===== config.mk =====
export PLATFORM = sky130hd
export DESIGN_NAME = linefill_ctrl
export DESIGN_NICKNAME = d
export VERILOG_FILES = /design/src/rtl/lf_pkg.sv /design/src/rtl/lf_bank.sv /design/src/rtl/lf_sequencer.sv /design/src/rtl/linefill_ctrl.sv
export SDC_FILE = /design/constraint.sdc
export NUM_CORES = 1
export LEC_CHECK = 0
export BUFFER_PORTS_ARGS = -buffer_cell sky130_fd_sc_hd__buf_4
export CORE_MARGIN = 2
export CORE_UTILIZATION = 40
export CTS_CLUSTER_SIZE = 8
export DETAILED_ROUTE_END_ITERATION = 10
export PLACE_DENSITY = 0.68
export SLEW_MARGIN = 20
export SYNTH_ARGS = -nofsm -noshare
export SYNTH_HDL_FRONTEND = slang
export SYNTH_SLANG_ARGS = --single-unit

===== constraint.sdc =====
create_clock -name clk -period 4.2 [get_ports clk]
set_clock_uncertainty 0.1 [all_clocks]
set_input_delay 0.84 -clock clk [delete_from_list [all_inputs] [get_ports clk]]
set_output_delay 0.84 -clock clk [all_outputs]
set_load 0.02 [all_outputs]

===== src/rtl/lf_pkg.sv =====
package lf_pkg;
  localparam int NBANK     = 4;
  localparam int BANK_W    = 2;
  localparam int BUS_BYTES = 8;
  localparam int OFF_W     = 3;
  localparam int DATA_W    = 8 * BUS_BYTES;

  typedef enum logic [2:0] {
    S_IDLE  = 3'd0,
    S_RAS   = 3'd1,
    S_BURST = 3'd2,
    S_GAP   = 3'd3,
    S_PCH   = 3'd4,
    S_DONE  = 3'd5
  } fill_state_t;
endpackage


===== src/rtl/lf_bank.sv =====
module lf_bank
  import lf_pkg::*;
#(
  parameter int ROW_W   = 10,
  parameter int COL_W   = 10,
  parameter int MA_W    = 10,
  parameter int T_CAC   = 2,
  parameter int BANK_ID = 0
) (
  input  logic              clk,
  input  logic              rst_n,
  input  logic              ras_n,
  input  logic              cas_n,
  input  logic [MA_W-1:0]   mem_addr,
  output logic              data_ok,
  output logic [DATA_W-1:0] data
);
  localparam int ADDR_W = ROW_W + COL_W + BANK_W + OFF_W;
  localparam int HALF   = DATA_W / 2;
  localparam int CMAX   = T_CAC + NBANK;
  localparam int CW     = $clog2(CMAX + 1);

  logic             ras_prev_q, cas_prev_q;
  logic [ROW_W-1:0] row_q;
  logic [COL_W-1:0] col_q;
  logic [CW-1:0]    cnt_q, cnt_d;
  logic             row_fall, col_fall;

  assign row_fall = !ras_n && ras_prev_q;
  assign col_fall = !cas_n && cas_prev_q;

  always_comb begin
    cnt_d = cnt_q;
    if (cas_n)                         cnt_d = '0;
    else if (col_fall)                 cnt_d = CW'(1);
    else if (cnt_q != CW'(CMAX))       cnt_d = cnt_q + CW'(1);
  end

  always_ff @(posedge clk or negedge rst_n) begin
    if (!rst_n) begin
      ras_prev_q <= 1'b1;
      cas_prev_q <= 1'b1;
      cnt_q      <= '0;
      row_q      <= '0;
      col_q      <= '0;
    end else begin
      ras_prev_q <= ras_n;
      cas_prev_q <= cas_n;
      cnt_q      <= cnt_d;
      if (row_fall) row_q <= mem_addr[ROW_W-1:0];
      if (col_fall) col_q <= mem_addr[COL_W-1:0];
    end
  end

  logic [ADDR_W-1:0] byte_addr;
  assign byte_addr = {row_q, col_q, BANK_W'(BANK_ID), {OFF_W{1'b0}}};
  assign data_ok   = !cas_n && (cnt_q >= CW'(T_CAC));
  assign data      = {HALF'(byte_addr), ~HALF'(byte_addr)};

  assert_col_inside_row_R4: assert property (@(posedge clk) disable iff (!rst_n)
    col_fall |-> !ras_n);
endmodule


===== src/rtl/lf_sequencer.sv =====
module lf_sequencer
  import lf_pkg::*;
#(
  parameter int ROW_W = 10,
  parameter int COL_W = 10,
  parameter int MA_W  = 10,
  parameter int T_RAC = 3,
  parameter int T_CAC = 2,
  parameter int T_RC  = 8
) (
  input  logic                                  clk,
  input  logic                                  rst_n,
  input  logic                                  req_valid,
  input  logic [ROW_W+COL_W+BANK_W+OFF_W-1:0]   req_addr,
  input  logic                                  req_double,
  input  logic                                  req_page,
  output logic                                  busy,
  output logic [NBANK-1:0]                      ras_n,
  output logic [NBANK-1:0]                      cas_n,
  output logic [MA_W-1:0]                       mem_addr,
  output logic                                  beat_valid,
  output logic [BANK_W-1:0]                     beat_bank,
  output logic                                  done
);
  localparam int T_RCD     = T_RAC - T_CAC;
  localparam int BURST_LEN = T_CAC + NBANK;
  localparam int GAP_RAW   = T_RC - T_RAC - NBANK;
  localparam int GAP       = (GAP_RAW > 1) ? GAP_RAW : 1;
  localparam int M1        = (T_RCD > BURST_LEN) ? T_RCD : BURST_LEN;
  localparam int CNT_MAX   = (M1 > GAP) ? M1 : GAP;
  localparam int CW        = $clog2(CNT_MAX + 1);
  localparam int COL_LSB   = OFF_W + BANK_W;
  localparam int ROW_LSB   = COL_LSB + COL_W;

  fill_state_t      st_q, st_d;
  logic [CW-1:0]    cnt_q, cnt_d;
  logic [ROW_W-1:0] row_q;
  logic [COL_W-1:0] col_q, col_d;
  logic             dbl_q, page_q, pass2_q, pass2_d;
  logic             load_req, col_step;

  always_comb begin
    st_d     = st_q;
    cnt_d    = cnt_q;
    pass2_d  = pass2_q;
    load_req = 1'b0;
    col_step = 1'b0;
    unique case (st_q)
      S_IDLE: if (req_valid) begin
        load_req = 1'b1;
        pass2_d  = 1'b0;
        st_d     = S_RAS;
        cnt_d    = '0;
      end
      S_RAS: if (cnt_q == CW'(T_RCD - 1)) begin
        st_d  = S_BURST;
        cnt_d = '0;
      end else cnt_d = cnt_q + CW'(1);
      S_BURST: if (cnt_q == CW'(BURST_LEN - 1)) begin
        cnt_d = '0;
        if (dbl_q && !pass2_q) begin
          pass2_d  = 1'b1;
          col_step = 1'b1;
          st_d     = page_q ? S_PCH : S_GAP;
        end else st_d = S_DONE;
      end else cnt_d = cnt_q + CW'(1);
      S_GAP: if (cnt_q == CW'(GAP - 1)) begin
        st_d  = S_RAS;
        cnt_d = '0;
      end else cnt_d = cnt_q + CW'(1);
      S_PCH:  st_d = S_BURST;
      S_DONE: st_d = S_IDLE;
      default: st_d = S_IDLE;
    endcase
  end

  always_comb begin
    col_d = col_q;
    if (load_req) begin
      col_d = req_addr[COL_LSB +: COL_W];
      if (req_double) col_d[0] = 1'b0;
    end else if (col_step) col_d[0] = 1'b1;
  end

  always_ff @(posedge clk or negedge rst_n) begin
    if (!rst_n) begin
      st_q    <= S_IDLE;
      cnt_q   <= '0;
      pass2_q <= 1'b0;
      row_q   <= '0;
      col_q   <= '0;
      dbl_q   <= 1'b0;
      page_q  <= 1'b0;
    end else begin
      st_q    <= st_d;
      cnt_q   <= cnt_d;
      pass2_q <= pass2_d;
      if (load_req || col_step) col_q <= col_d;
      if (load_req) begin
        row_q  <= req_addr[ROW_LSB +: ROW_W];
        dbl_q  <= req_double;
        page_q <= req_page;
      end
    end
  end

  logic          row_open, col_open;
  logic [CW-1:0] beat_idx;
  assign row_open   = (st_q == S_RAS) || (st_q == S_BURST) || (st_q == S_PCH);
  assign col_open   = (st_q == S_BURST);
  assign ras_n      = row_open ? '0 : '1;
  assign cas_n      = col_open ? '0 : '1;
  assign beat_idx   = cnt_q - CW'(T_CAC);
  assign beat_valid = col_open && (cnt_q >= CW'(T_CAC));
  assign beat_bank  = beat_idx[BANK_W-1:0];
  assign done       = (st_q == S_DONE);
  assign busy       = (st_q != S_IDLE);

  always_comb begin
    mem_addr = '0;
    if (st_q == S_RAS)                        mem_addr = MA_W'(row_q);
    else if (st_q == S_BURST || st_q == S_PCH) mem_addr = MA_W'(col_q);
  end

  assert_done_pulse_R6: assert property (@(posedge clk) disable iff (!rst_n)
    done |=> (!done && !busy));
  assert_cas_under_ras_R4: assert property (@(posedge clk) disable iff (!rst_n)
    (cas_n != '1) |-> (ras_n == '0));
  assert_busy_ignores_req_R9: assert property (@(posedge clk) disable iff (!rst_n)
    (busy && req_valid) |=> $stable(row_q));
endmodule


===== src/rtl/linefill_ctrl.sv =====
module linefill_ctrl
  import lf_pkg::*;
#(
  parameter int ROW_W = 10,
  parameter int COL_W = 10,
  parameter int T_RAC = 3,
  parameter int T_CAC = 2,
  parameter int T_RC  = 8
) (
  input  logic                                 clk,
  input  logic                                rst_n,
  input  logic                                req_valid,
  input  logic [ROW_W+COL_W+BANK_W+OFF_W-1:0] req_addr,
  input  logic                                req_double,
  input  logic                                req_page,
  output logic                                busy,
  output logic [NBANK-1:0]                    ras_n,
  output logic [NBANK-1:0]                    cas_n,
  output logic [((ROW_W > COL_W) ? ROW_W : COL_W)-1:0] mem_addr,
  output logic                                beat_valid,
  output logic [DATA_W-1:0]                   beat_data,
  output logic                                done
);
  localparam int MA_W = (ROW_W > COL_W) ? ROW_W : COL_W;

  logic rst_s1_q, rst_s2_q;
  always_ff @(posedge clk or negedge rst_n) begin
    if (!rst_n) begin
      rst_s1_q <= 1'b0;
      rst_s2_q <= 1'b0;
    end else begin
      rst_s1_q <= 1'b1;
      rst_s2_q <= rst_s1_q;
    end
  end

  logic [BANK_W-1:0] beat_bank;
  logic [NBANK-1:0]  bank_ok;
  logic [DATA_W-1:0] bank_data [NBANK];

  lf_sequencer #(
    .ROW_W(ROW_W), .COL_W(COL_W), .MA_W(MA_W),
    .T_RAC(T_RAC), .T_CAC(T_CAC), .T_RC(T_RC)
  ) u_seq (
    .clk        (clk),
    .rst_n      (rst_s2_q),
    .req_valid  (req_valid),
    .req_addr   (req_addr),
    .req_double (req_double),
    .req_page   (req_page),
    .busy       (busy),
    .ras_n      (ras_n),
    .cas_n      (cas_n),
    .mem_addr   (mem_addr),
    .beat_valid (beat_valid),
    .beat_bank  (beat_bank),
    .done       (done)
  );

  for (genvar b = 0; b < NBANK; b++) begin : g_bank
    lf_bank #(
      .ROW_W(ROW_W), .COL_W(COL_W), .MA_W(MA_W),
      .T_CAC(T_CAC), .BANK_ID(b)
    ) u_bank (
      .clk      (clk),
      .rst_n    (rst_s2_q),
      .ras_n    (ras_n[b]),
      .cas_n    (cas_n[b]),
      .mem_addr (mem_addr),
      .data_ok  (bank_ok[b]),
      .data     (bank_data[b])
    );
  end

  assign beat_data = beat_valid ? bank_data[beat_bank] : '0;

  assert_beat_from_ready_bank_R5: assert property (@(posedge clk) disable iff (!rst_s2_q)
    beat_valid |-> bank_ok[beat_bank]);
endmodule


==> run metrics <==
run status=finished clean; RR Endpoint=g_bank[0].u_bank.row_q[0]$_DFFE_PN0P_; CORE AREA=7180 µm²; Initial Util=40.7%; Via density=4.79; Syn-to-layout area delta=26.9%; library cells used by synthesis=44; clk_lat worst skew=0.31 ns; worst-path fanout max=16; post-synthesis register bit count=53; footprint of the multi-input gates=1310 µm²; Crit path arrival time=2.31 ns; synthesized instance count=285; most frequent cells in the layout=105 x buf_4, 50 x dfrtp_1, 37 x mux2_2; Avg Cell Area, Syn=10.3 µm²; hold crit path type=primary input to asynchronous set/reset pin; Post-synth ARST share=100%; Critical Path RT=3.26 ns; Worst Setup Start Kind=flop; Layout Cells excl Fill=461; FF+latch area=1330 µm²; Cell Area, Synth=2920 µm²; Final Routed Wirelength=6.71 mm; GR Overflow Total=0; initial antenna violation count=0; clk slew on worst S/H paths=0.09 ns; Achievable Freq=308 MHz; Worst setup EP type=primary output; WL/cell=14.6 µm; total CTS buffers=5; ANT nets after route=0; Leak=1.82 nW; Hold Vio Cnt, Final=0; count of final setup violators=0; post-synth top area share=43.7%; fraction of layout cells with a size suffix above 1=44.8%; CP max stage delay=0.74 ns; DPL Wire Length=4.89 mm; Die X=89.5 µm; post-route worst setup slack=0.949 ns; relative slew slack=48.4%; critical path class=flop to primary output; WHS=0.195 ns; clock buffer depth=2; r2r setup slk=1.87 ns; post-CTS resize count=0; vias in the first global route=2035; Yosys warnings=0; gp weighted congestion=0.784; worst vdd ir=0.348 mV; first-pass GRT wire length=10.4 mm; GRT Overall Usage=16.9%; io pins=115; biggest area consumer among synthesized cells=dfrtp_1; commonest non-fill, non-tap cell in the layout=buf_4; MaxCap Viol Count=0; Top FF cell, synth=dfrtp_1; CTS root buf=clkbuf_8; H-Tree Level Count=2; Nets=395; pre-CTS setup slack=1.31 ns; sequential fraction of the synthesis area=45.5%; filler instances=668; # rows=31; Port Buf Inserts=99; post-CTS setup repair buffer count=0; largest net degree at the start of global routing=52; Area contributors post-synth=dfrtp_1 44%, mux2_2 14%, buf_4 7.2%; post-route core utilization=51.7%; reg2reg start=u_seq.st_q[0]$_DFFE_PN0P_; Tmin final=3.25 ns; crit share post-route=77.4%; setup repair after global routing missed its margin=no; diode count=0; TritonCTS clock tree=yes; power density cells=747 nW/µm²; crit path from=u_seq.st_q[1]$_DFFE_PN0P_; die height=89.5 µm; slew of the pin with the lowest slew margin=0.772 ns; Cell Chain, Critical Path=xor2_1 -> buf_4 -> and2_0 -> nor2_1 -> buf_4; drt pass-1 iters=4; Reg2Reg Depth=3; CP endpoint=ras_n[2]; initial DRC count=126; pins over their slew limit=0; Cells after DPL=453; EDFF count, synth=0; total number of vias=2209; clk sinks=53; cts hold-fix bufs=0; Total Neg Setup Slack=0 ns; die area=8000 µm²; Slowest-stage cell, CP=dfrtp_1; DRC=0; most used cell along the critical path=buf_4
[worst min path at each step]
stage | start | endpoint | slack, ns | cells past startpoint
floorplan | rst_s1_q$_DFF_PN0_ | rst_s2_q$_DFF_PN0_ | 0.23 | 0
global placement | rst_s1_q$_DFF_PN0_ | rst_s2_q$_DFF_PN0_ | 0.24 | 0
detailed placement | rst_s1_q$_DFF_PN0_ | rst_s2_q$_DFF_PN0_ | 0.24 | 0
CTS | rst_n | rst_s2_q$_DFF_PN0_ | 0.18 | 1
global route | rst_n | rst_s2_q$_DFF_PN0_ | 0.18 | 1
finish | rst_n | rst_s2_q$_DFF_PN0_ | 0.19 | 1
[where the power goes]
part / total, W / leakage, nW / switching, W / internal (W)
sequential: 0.000997 / 0.636 / 0.000237 / 0.000760
clock: 0.000365 / 0.0574 / 0.000171 / 0.000194
combinational: 0.00141 / 1.13 / 0.000729 / 0.000678
total: 0.00277 / 1.82 / 0.00114 / 0.00163
[metrics by stage]
stage	total power (W)	instance area, µm²
after global routing	0.00298	3710
after CTS	0.00279	3710
final	0.00277	3710
after detailed placement	0.00242	3590
after floorplan	0.00202	2960
after global placement	0.00238	3590
[cells in the mapped netlist (2+ instances only)]
library cell and instances:
a22o_1 4, nor4bb_1 2, conb_1 2, buf_2 9
nor3b_1 3, mux2_2 37, a21oi_1 8, nand2_1 17
ha_1 4, a32o_2 2, o21ai_0 6, a31o_2 2
clkbuf_1 6, nand3b_1 2, nand3_1 7, buf_4 28
dfstp_2 2, dfrtp_1 51, nor2_1 35, nand2b_1 2
inv_1 8, and2_1 21, o211ai_1 2, nor2b_1 2
xor2_1 2, nor3_1 3
[worst max-delay path: cells and delay by family (launching register included)]
kind                   cells  cell delay [ns]
buffers and inverters      2             0.49
XOR/XNOR                   1             0.55
flip-flops                 1             0.74
AND/OR/NAND/NOR            2             0.23
[per-layer routing]
layer	routed length, µm	up-vias	track usage, %
met5	0	-	0
met1	3230	1062	24.3
met4	82	0	4.61
li1	-	1067	-
met3	305	7	3.32
met2	3090	73	26.3
[sequential cells by signal, indices dropped and copies added (netlist names), 3 cells and up]
signal and cells:
g_bank.u_bank.col_q 10, g_bank.u_bank.row_q 10, u_seq.col_q 10, u_seq.row_q 10, u_seq.cnt_q 3, u_seq.st_q 3
[cell type report]
class	instances	share of cell area, %
flip-flops and latches	53	35.9
inverters	8	0.810
multi-input cells	188	35.4
clock inverters	2	1.01
well taps	99	3.34
clock buffers	6	2.23
repair buffers	105	21.3
[cell families (layout without fill, tap and decap cells)]
family                   count (synthesis)  after routing  synth area share (%)
AND/OR/NAND/NOR                        100            100                  18.3
flip-flops                              53             53                  45.5
buffers and inverters                   53            121                  11.0
multiplexers                            39             39                  15.0
AO/OA/AOI/OAI                           32             32                  7.58
adder cells (fa/ha/maj)                  4              4                  1.71
other                                    2             11                 0.257
XOR/XNOR                                 2              2                 0.600
Power figures use the tool's default switching activity.
